$ cat src/rtl/exc_pkg.sv
package exc_pkg;
  localparam int CODE_W = 12;
  localparam logic [CODE_W-1:0] CODE_NMI = 12'h1C0;
  localparam logic [CODE_W-1:0] CODE_DBG = 12'h5E0;
  localparam logic [CODE_W-1:0] CODE_EXT_BASE = 12'h200;
  localparam int EXT_STEP_SH = 5;

  typedef enum logic [2:0] {
    ACT_NONE,
    ACT_RTE,
    ACT_GEXC,
    ACT_REINIT,
    ACT_IRQ
  } act_e;
endpackage

$ cat src/rtl/exc_nmi_pend.sv
module exc_nmi_pend (
  input  logic clk_i,
  input  logic rst_ni,
  input  logic nmi_i,
  input  logic take_i,
  output logic req_o
);
  logic nmi_q, pend_q;

  assign req_o = pend_q | (nmi_i & ~nmi_q);

  always_ff @(posedge clk_i or negedge rst_ni) begin
    if (!rst_ni) begin
      nmi_q  <= 1'b0;
      pend_q <= 1'b0;
    end else begin
      nmi_q  <= nmi_i;
      pend_q <= req_o & ~take_i;
    end
  end
endmodule

$ cat src/rtl/exc_irq_arb.sv
module exc_irq_arb
  import exc_pkg::*;
#(
  parameter int LVL_W = 4
) (
  input  logic              nmi_req_i,
  input  logic              dbg_req_i,
  input  logic [LVL_W-1:0]  lvl_i,
  output logic              valid_o,
  output logic              sel_nmi_o,
  output logic [CODE_W-1:0] code_o
);
  localparam logic [LVL_W-1:0] LVL_NONE = '1;

  logic ext_req;
  logic [CODE_W-1:0] ext_code;

  assign ext_req  = (lvl_i != LVL_NONE);
  assign ext_code = CODE_EXT_BASE + (CODE_W'(lvl_i) << EXT_STEP_SH);

  always_comb begin
    valid_o   = nmi_req_i | dbg_req_i | ext_req;
    sel_nmi_o = nmi_req_i;
    if (nmi_req_i)      code_o = CODE_NMI;
    else if (dbg_req_i) code_o = CODE_DBG;
    else                code_o = ext_code;
  end
endmodule

$ cat src/rtl/exc_save_bank.sv
module exc_save_bank
  import exc_pkg::*;
#(
  parameter int XLEN = 32
) (
  input  logic              clk_i,
  input  logic              rst_ni,
  input  logic              load_i,
  input  logic [XLEN-1:0]   pc_i,
  input  logic [XLEN-1:0]   sr_i,
  input  logic [CODE_W-1:0] code_i,
  output logic [XLEN-1:0]   spc_o,
  output logic [XLEN-1:0]   ssr_o,
  output logic [CODE_W-1:0] code_o
);
  always_ff @(posedge clk_i or negedge rst_ni) begin
    if (!rst_ni) begin
      spc_o  <= '0;
      ssr_o  <= '0;
      code_o <= '0;
    end else if (load_i) begin
      spc_o  <= pc_i;
      ssr_o  <= sr_i;
      code_o <= code_i;
    end
  end
endmodule

$ cat src/rtl/exc_ctrl.sv
module exc_ctrl
  import exc_pkg::*;
#(
  parameter int          XLEN      = 32,
  parameter int          LVL_W     = 4,
  parameter int          BL_BIT    = 28,
  parameter logic [31:0] VEC_BASE  = 32'h8000_0000,
  parameter logic [31:0] GEXC_OFS  = 32'h0000_0100,
  parameter logic [31:0] IRQ_OFS   = 32'h0000_0600,
  parameter logic [31:0] REINIT_PC = 32'hA000_0000,
  parameter logic [31:0] REINIT_SR = 32'h7000_00F0
) (
  input  logic              clk_i,
  input  logic              rst_ni,
  input  logic              nmi_i,
  input  logic              dbg_irq_i,
  input  logic [LVL_W-1:0]  ext_lvl_i,
  input  logic              gexc_i,
  input  logic [CODE_W-1:0] gexc_code_i,
  input  logic              rte_i,
  input  logic [XLEN-1:0]   cur_pc_i,
  input  logic [XLEN-1:0]   cur_sr_i,
  output logic              redirect_o,
  output logic              reinit_o,
  output logic [XLEN-1:0]   next_pc_o,
  output logic [XLEN-1:0]   next_sr_o,
  output logic [XLEN-1:0]   saved_pc_o,
  output logic [XLEN-1:0]   saved_sr_o,
  output logic [CODE_W-1:0] evt_code_o
);
  localparam logic [XLEN-1:0] BL_MASK  = XLEN'(1) << BL_BIT;
  localparam logic [XLEN-1:0] GEXC_TGT = XLEN'(VEC_BASE + GEXC_OFS);
  localparam logic [XLEN-1:0] IRQ_TGT  = XLEN'(VEC_BASE + IRQ_OFS);

  logic              blk;
  logic              nmi_req, take_nmi;
  logic              irq_v, irq_nmi;
  logic [CODE_W-1:0] irq_code;
  logic              save_ld;
  logic [CODE_W-1:0] save_code;
  act_e              act;

  assign blk = cur_sr_i[BL_BIT];

  exc_nmi_pend u_nmi (
    .clk_i  (clk_i),
    .rst_ni (rst_ni),
    .nmi_i  (nmi_i),
    .take_i (take_nmi),
    .req_o  (nmi_req)
  );

  exc_irq_arb #(.LVL_W(LVL_W)) u_arb (
    .nmi_req_i (nmi_req),
    .dbg_req_i (dbg_irq_i),
    .lvl_i     (ext_lvl_i),
    .valid_o   (irq_v),
    .sel_nmi_o (irq_nmi),
    .code_o    (irq_code)
  );

  // strobes from the instruction stream win; interrupts wait out blk and the redirect cycle
  always_comb begin
    if (rte_i)                        act = ACT_RTE;
    else if (gexc_i)                  act = blk ? ACT_REINIT : ACT_GEXC;
    else if (irq_v && !blk && !redirect_o) act = ACT_IRQ;
    else                              act = ACT_NONE;
  end

  assign take_nmi  = (act == ACT_IRQ) && irq_nmi;
  assign save_ld   = (act == ACT_GEXC) || (act == ACT_IRQ);
  assign save_code = (act == ACT_GEXC) ? gexc_code_i : irq_code;

  exc_save_bank #(.XLEN(XLEN)) u_bank (
    .clk_i  (clk_i),
    .rst_ni (rst_ni),
    .load_i (save_ld),
    .pc_i   (cur_pc_i),
    .sr_i   (cur_sr_i),
    .code_i (save_code),
    .spc_o  (saved_pc_o),
    .ssr_o  (saved_sr_o),
    .code_o (evt_code_o)
  );

  always_ff @(posedge clk_i or negedge rst_ni) begin
    if (!rst_ni) begin
      redirect_o <= 1'b0;
      reinit_o   <= 1'b0;
      next_pc_o  <= '0;
      next_sr_o  <= '0;
    end else begin
      redirect_o <= (act != ACT_NONE);
      reinit_o   <= (act == ACT_REINIT);
      unique case (act)
        ACT_RTE: begin
          next_pc_o <= saved_pc_o;
          next_sr_o <= saved_sr_o;
        end
        ACT_GEXC: begin
          next_pc_o <= GEXC_TGT;
          next_sr_o <= cur_sr_i | BL_MASK;
        end
        ACT_IRQ: begin
          next_pc_o <= IRQ_TGT;
          next_sr_o <= cur_sr_i | BL_MASK;
        end
        ACT_REINIT: begin
          next_pc_o <= REINIT_PC;
          next_sr_o <= REINIT_SR;
        end
        default: ;
      endcase
    end
  end
endmodule

$ cat config.mk
export PLATFORM = sky130hd
export DESIGN_NAME = exc_ctrl
export DESIGN_NICKNAME = d
export VERILOG_FILES = /design/src/rtl/exc_pkg.sv /design/src/rtl/exc_nmi_pend.sv /design/src/rtl/exc_irq_arb.sv /design/src/rtl/exc_save_bank.sv /design/src/rtl/exc_ctrl.sv
export SDC_FILE = /design/constraint.sdc
export NUM_CORES = 1
export LEC_CHECK = 0
export BUFFER_PORTS_ARGS = -buffer_cell sky130_fd_sc_hd__buf_2
export CAP_MARGIN = 10
export CORE_UTILIZATION = 49
export DETAILED_ROUTE_END_ITERATION = 10
export PLACE_DENSITY = 0.89
export SYNTH_ARGS = -nofsm -noshare
export SYNTH_HDL_FRONTEND = slang
export SYNTH_HIERARCHICAL = 1
export SYNTH_SLANG_ARGS = --single-unit
$ cat constraint.sdc
create_clock -name clk_i -period 2.7 [get_ports clk_i]
set_input_delay 0.135 -clock clk_i [delete_from_list [all_inputs] [get_ports clk_i]]
set_output_delay 0.135 -clock clk_i [all_outputs]
set_load 0.005 [all_outputs]
==> results.cfg, run 1 <==
[sta]
slew_headroom_pct = 37.3
finalHoldWorstSlack_ps = 52.9
fmax_mhz = 412
slew_violations = 0
finalCriticalPeriod_ps = 2430
fin_skew_ps = 6.18
setup_violations = 0
finalCritPeriodShare_pct = 89.8
tns_ps = 0
hold_violations = 0
rsz0062_at_grt = no
tightest_slew_ps = 940

[worst_setup_path]
endpoint_kind = register
slowest_delay_ps = 540
cp_max_fo = 43
crit_required_ps = 3000
cp_slowest_cell = o21ai_1
crit_buf_inv = 3
start_kind = register
path_class = register to register
crit_top_cell = nand2_1
crit_chain = inv_1 -> nand2_1 -> nor2_1 -> nand2_1 -> nor2b_1 -> o21ai_1 -> inv_4 -> buf_12 -> mux2_4
path_delay_family = simple AND/OR/NAND/NOR gates
arrival_ps = 2730

[clock_tree]
postCtsSetupBuffers = 0
cts_resized = 0
htree_num_levels = 4
clock_sinks = 144
clk_pin_slew_ps = 60
tritoncts = done
cts_made_buffers = 17
cts_root_buffer = clkbuf_16
cts_hold_buf = 65
clockBufferDepth = 2
worstSkewPairLatency_ps = 420

[power]
powerDensity_nw_per_um2 = 766
vdd_ir_drop_max_mv = 0.496
leakage_uw = 0.00416

[cells_and_area]
design_area_sq_um = 8540
nets = 800
area_growth_pct = 42.1
diodes = 0
drive_gt1_share_pct = 50.7

[synthesis]
async_flop_share_pct = 100
netlist_area_sq_um = 6010
synth_area_leaders = dfrtp_1, mux2_4, mux2_2
syn_inst = 424
ys_warn_count = 6
ys_ff_latch = 144
synth_flop_cell = dfrtp_1
netlist.area_leader.share_pct = 60.0
synth_cell_type_count = 35
synth-edff-count = 0
seq_area_frac_synth_pct = 60.0
yosys.area.top_type = dfrtp_1
syn_area_per_cell_sq_um = 14.2

[place]
hpwl_um = 10300
gp_congestion = 0.747
io_buffer_count = 227
dpl-instance-area_sq_um = 7250

[global_route]
grt_max_degree = 58
global_route.usage.met3_pct = 7.12
use_met1_pct = 31.3
antenna_found_initial = 0
overflow = 0
busiest_layer = met2
grt_pass1_wl_um = 26300
grt.met2_usage_pct = 46.5
grt_use_total_pct = 27.2
grt_pass1_vias = 5154

[die]
placementRows = 40
coreArea_sq_um = 12000
start_util_pct = 50.3
die_height_um = 113
die_x_um = 113
io_pins = 228
dieArea_sq_um = 12700

[drt]
drtIter0Drc = 261
drc = 0
routed_wl_um = 16900
first_pass_iters = 4
final_antenna_net_count = 0
vias = 4777
vias_per_cell = 5.47
wl_per_cell_um = 19.3

[flow_run]
cap_violations = 0

[worst_hold_path]
hold_class = primary input to register

[run_status]
status = complete, no violations
[synth_stat cells, types with 2 or more instances]
library cell and number:
a22o_1 28, a22oi_1 25, a2bb2oi_1 2, buf_2 15
buf_4 9, buf_6 4, clkbuf_1 8, dfrtp_1 144
inv_1 4, mux2_2 48, mux2_4 40, nand2_1 6
nand2b_1 6, nand3_1 25, nor2_1 5, nor2_2 2
nor3b_2 2, o21ai_0 25, o21ai_1 3, o221a_2 6
or3_1 3
[power by group]
part | switching, uW | leakage, uW | internal, uW
registers | 271 | 0.00174 | 2530
clock network | 850 | 0.000305 | 1640
logic | 523 | 0.00212 | 732
[worst reg2reg max path: stages (launching register included)]
cell and delay [ps]:
dfrtp_1 380, inv_1 100, nand2_1 160, nor2_1 170, nand2_1 100, nor2b_1 150, o21ai_1 540, inv_4 100
buf_12 240, mux2_4 370
[cell families (layout without fill, tap and decap cells)]
family / count (synthesis) / in the layout / share of synthesized area (%)
compound gates: 92 / 92 / 11.4
buf+inv: 42 / 339 / 4.00
flops: 144 / 144 / 60.0
mux: 88 / 88 / 19.0
other cells: 1 / 6 / 0.0624
simple gates: 57 / 57 / 5.62
[layout make-up]
cell class	instances	area (sq um)
Fill cell	795	3420
Tap cell	147	184
Clock buffer	26	499
Clock inverter	5	125
Sequential cell	144	3600
Multi-Input combinational cell	243	2190
Inverter	5	21.3
Timing Repair Buffer	303	1920
[per-layer routing]
metal	share of wire (%)	wire, um
met2	52	8770
met5	0	0
met3	5.7	958
met1	39	6540
met4	3.6	609
[path summary, 6_finish.rpt]
path,from,end,slack [ps],depth (start not counted)
max,u_nmi/pend_q$_DFF_PN0_,u_bank/ssr_o[21]$_DFFE_PN0P_,270,9
min,rte_i,next_pc_o[10]$_DFFE_PN0P_,50,3
max reg2reg,u_nmi/pend_q$_DFF_PN0_,u_bank/ssr_o[21]$_DFFE_PN0P_,270,9
min reg2reg,next_pc_o[11]$_DFFE_PN0P_,next_pc_o[11]$_DFFE_PN0P_,490,1
max in group asynchronous,rst_ni,next_pc_o[28]$_DFFE_PN0P_,1650,3
min in group asynchronous,rst_ni,u_bank/ssr_o[30]$_DFFE_PN0P_,260,2
[sequential cells by signal, summed over array words and instances, names as in the netlist]
signal and count:
reinit_o 1, u_bank/ssr_o 32, redirect_o 1, u_nmi/pend_q 1
next_pc_o 32, u_nmi/nmi_q 1, u_bank/spc_o 32, u_bank/code_o 12
next_sr_o 32
[layout by cell type (no fill, tap or decap), types with 7 or more instances in the layout]
master and n:
dfrtp_1 144, dlygate4sd3_1 65, mux2_4 40, a22o_1 28, o21ai_0 25, clkbuf_16 17, buf_4 7, nand3_1 25
a22oi_1 25, mux2_2 48, buf_2 226
[through the flow]
stage / power [uW] / cells / setup slack [ps] / utilization, %
floorplan: 3340 / 429 / 666 / -
global placement: 3900 / 776 / 460 / 60.6
detailed placement: 3970 / 776 / 328 / 60.6
CTS: 6540 / 872 / 302 / 71.3
global route: 6790 / 873 / 73.4 / 71.4
finish: 6540 / 873 / 275 / 71.4
Note: power is estimated with default switching activity, not from simulation.
==> inputs of run 2 (changes only) <==
--- a/config.mk
+++ b/config.mk
@@ -7,9 +7,10 @@
 export LEC_CHECK = 0
 export BUFFER_PORTS_ARGS = -buffer_cell sky130_fd_sc_hd__buf_2
 export CAP_MARGIN = 10
-export CORE_UTILIZATION = 49
+export CORE_UTILIZATION = 45
 export DETAILED_ROUTE_END_ITERATION = 10
-export PLACE_DENSITY = 0.89
+export PLACE_DENSITY = 0.83
+export RECOVER_POWER = 100
 export SYNTH_ARGS = -nofsm -noshare
 export SYNTH_HDL_FRONTEND = slang
 export SYNTH_HIERARCHICAL = 1
==> run 2 against run 1 <==
  * The flow now finishes with violations (capacitance limit, slew limit)
  * Global-route usage down 3.2 points
  * Largest cell class unchanged
  * Flip-flop and latch count unchanged
  * Sequential power about the same
==> results.cfg, run 2 (synthesis gave the netlist of run 1 again) <==
[clock_tree]
clock_sinks = 144
worstSkewPairLatency_ps = 410
clockBufferDepth = 2
cts_root_buffer = clkbuf_16
htree_num_levels = 4
tritoncts = done
cts_made_buffers = 17
clk_pin_slew_ps = 60
postCtsSetupBuffers = 0

[sta]
setup_violations = 0
finalCritPeriodShare_pct = 85.3
fin_skew_ps = 7.03
slew_headroom_pct = -43.2
slew_violations = 86
hold_violations = 0
rsz0062_at_grt = no
tns_ps = 0
fmax_mhz = 434
tightest_slew_ps = 2150
finalCriticalPeriod_ps = 2300

[drt]
drtIter0Drc = 303
routed_wl_um = 16200
first_pass_iters = 4
final_antenna_net_count = 0
vias = 4749
drc = 0
vias_per_cell = 5.29
wl_per_cell_um = 18.1

[cells_and_area]
fillers = 1020
layout_common_cells = buf_2, dfrtp_1, clkbuf_1
diodes = 0
final_common_cell = buf_2
area_growth_pct = 38.0
drive_gt1_share_pct = 35.2
design_area_sq_um = 8300
nets = 798

[place]
io_buffer_count = 227
dpl-instance-area_sq_um = 7300
gp_congestion = 0.851
hpwl_um = 10100

[power]
powerDensity_nw_per_um2 = 754
combinationalPowerShare_pct = 17.4
p_clk_share_pct = 38.2
vdd_ir_drop_max_mv = 0.423
switching_share_pct = 26.6
p_int_uw = 4600
leakage_uw = 0.00377
seqPwrFrac_pct = 44.4
p_switching_uw = 1660

[worst_setup_path]
crit_end = u_bank/spc_o[18]$_DFFE_PN0P_
arrival_ps = 2590
cp_max_fo = 21
crit_chain = dlygate4sd3_1 -> clkbuf_1 -> nand2b_2 -> nand2_1 -> nor2_1 -> nand2_1 -> nor2b_1 -> o21ai_2 -> inv_4 -> buf_12 -> mux2_1
crit_top_cell = nand2_1
cp-startpoint = nmi_i
r2r-start = u_nmi/nmi_q$_DFF_PN0_
cp.depth = 11
rrSetupSlack_ps = 450
slowest_delay_ps = 540
start_kind = primary input
cp_slowest_cell = dlygate4sd3_1
path_delay_family = buffers and inverters
endpoint_kind = register
crit_buf_inv = 4
reg2reg_to = u_bank/spc_o[18]$_DFFE_PN0P_
crit_required_ps = 2990
path_class = primary input to register
rr_worst_depth = 9

[die]
start_util_pct = 46.9
placementRows = 41
dieArea_sq_um = 13800
coreArea_sq_um = 12800
die_x_um = 118
die_height_um = 118
io_pins = 228

[run_status]
status = complete, but fails checks
violations = capacitance limit, slew limit

[global_route]
grt_max_degree = 87
grt_pass1_wl_um = 26000
antenna_found_initial = 0
overflow = 0
grt_use_total_pct = 24.1
grt_pass1_vias = 5003

[flow_run]
cap_violations = 1

[worst_hold_path]
hold_class = primary input to register
## run 2: cell types whose count changed in the layout (fill, tap and decap cells not counted), sizes merged
cell | before | now
clkinvlp | 0 | 5
bufinv | 4 | 3
clkinv | 1 | 2
inv | 5 | 7
buf | 238 | 163
clkbuf | 26 | 93
## run 2: layout make-up
| cell class | instances | area (sq um) | area share, % |
|---|---|---|---|
| flip-flops and latches | 144 | 3600 | 43.4 |
| multi-input cells | 243 | 2030 | 24.4 |
| repair buffers | 301 | 1830 | 22.0 |
| clock buffers | 20 | 447 | 5.38 |
| well taps | 172 | 215 | 2.59 |
| clock inverters | 12 | 159 | 1.92 |
| inverters | 5 | 21.3 | 0.256 |
## run 2: repair_timing
item,4_1_cts,5_1_grt
gates resized for setup,0,1
setup endpoints to repair,0,59
hold buffers,65,0
hold endpoints to repair,150,0
## run 2: power by group through the flow
stage	Sequential [uW]	Clock, uW	Combinational [uW]
floorplan	2810	0	535
global placement	2790	0	1120
detailed placement	2810	0	1160
CTS	2780	2440	1240
global route	2820	2540	1190
finish	2780	2390	1090
## run 2: worst min path at each step
| stage | from | endpoint | slack [ps] | cells past startpoint |
|---|---|---|---|---|
| finish | cur_sr_i[28] | u_bank/ssr_o[28]$_DFFE_PN0P_ | 60 | 2 |
| global route | gexc_code_i[8] | u_bank/code_o[8]$_DFFE_PN0P_ | 70 | 3 |
| global placement | rst_ni | u_bank/code_o[10]$_DFFE_PN0P_ | 240 | 1 |
| detailed placement | rst_ni | u_bank/code_o[6]$_DFFE_PN0P_ | 250 | 1 |
| floorplan | rst_ni | next_pc_o[0]$_DFFE_PN0P_ | -160 | 0 |
| CTS | gexc_code_i[8] | u_bank/code_o[8]$_DFFE_PN0P_ | 60 | 3 |
## run 2: per-layer routing
layer  vias to the layer above  GRT usage [%]  routed length, um
li1                       2117              -                  -
met1                      2366           28.5               6420
met2                       225           41.1               8330
met3                        41           6.06                978
met4                         0           11.1                476
met5                         -              0                  0
## run 2: metrics by stage
| step | setup slack [ps] | util, % | power [uW] | hold slack (ps) | std cells |
|---|---|---|---|---|---|
| floorplan | 666 | - | 3340 | -161 | 429 |
| global placement | 219 | 56.9 | 3910 | 235 | 800 |
| detailed placement | 126 | 56.9 | 3970 | 246 | 800 |
| CTS | 90.4 | 66.7 | 6450 | 59.4 | 897 |
| global route | 127 | 64.7 | 6550 | 74.6 | 897 |
| finish | 396 | 64.7 | 6260 | 64.7 | 897 |
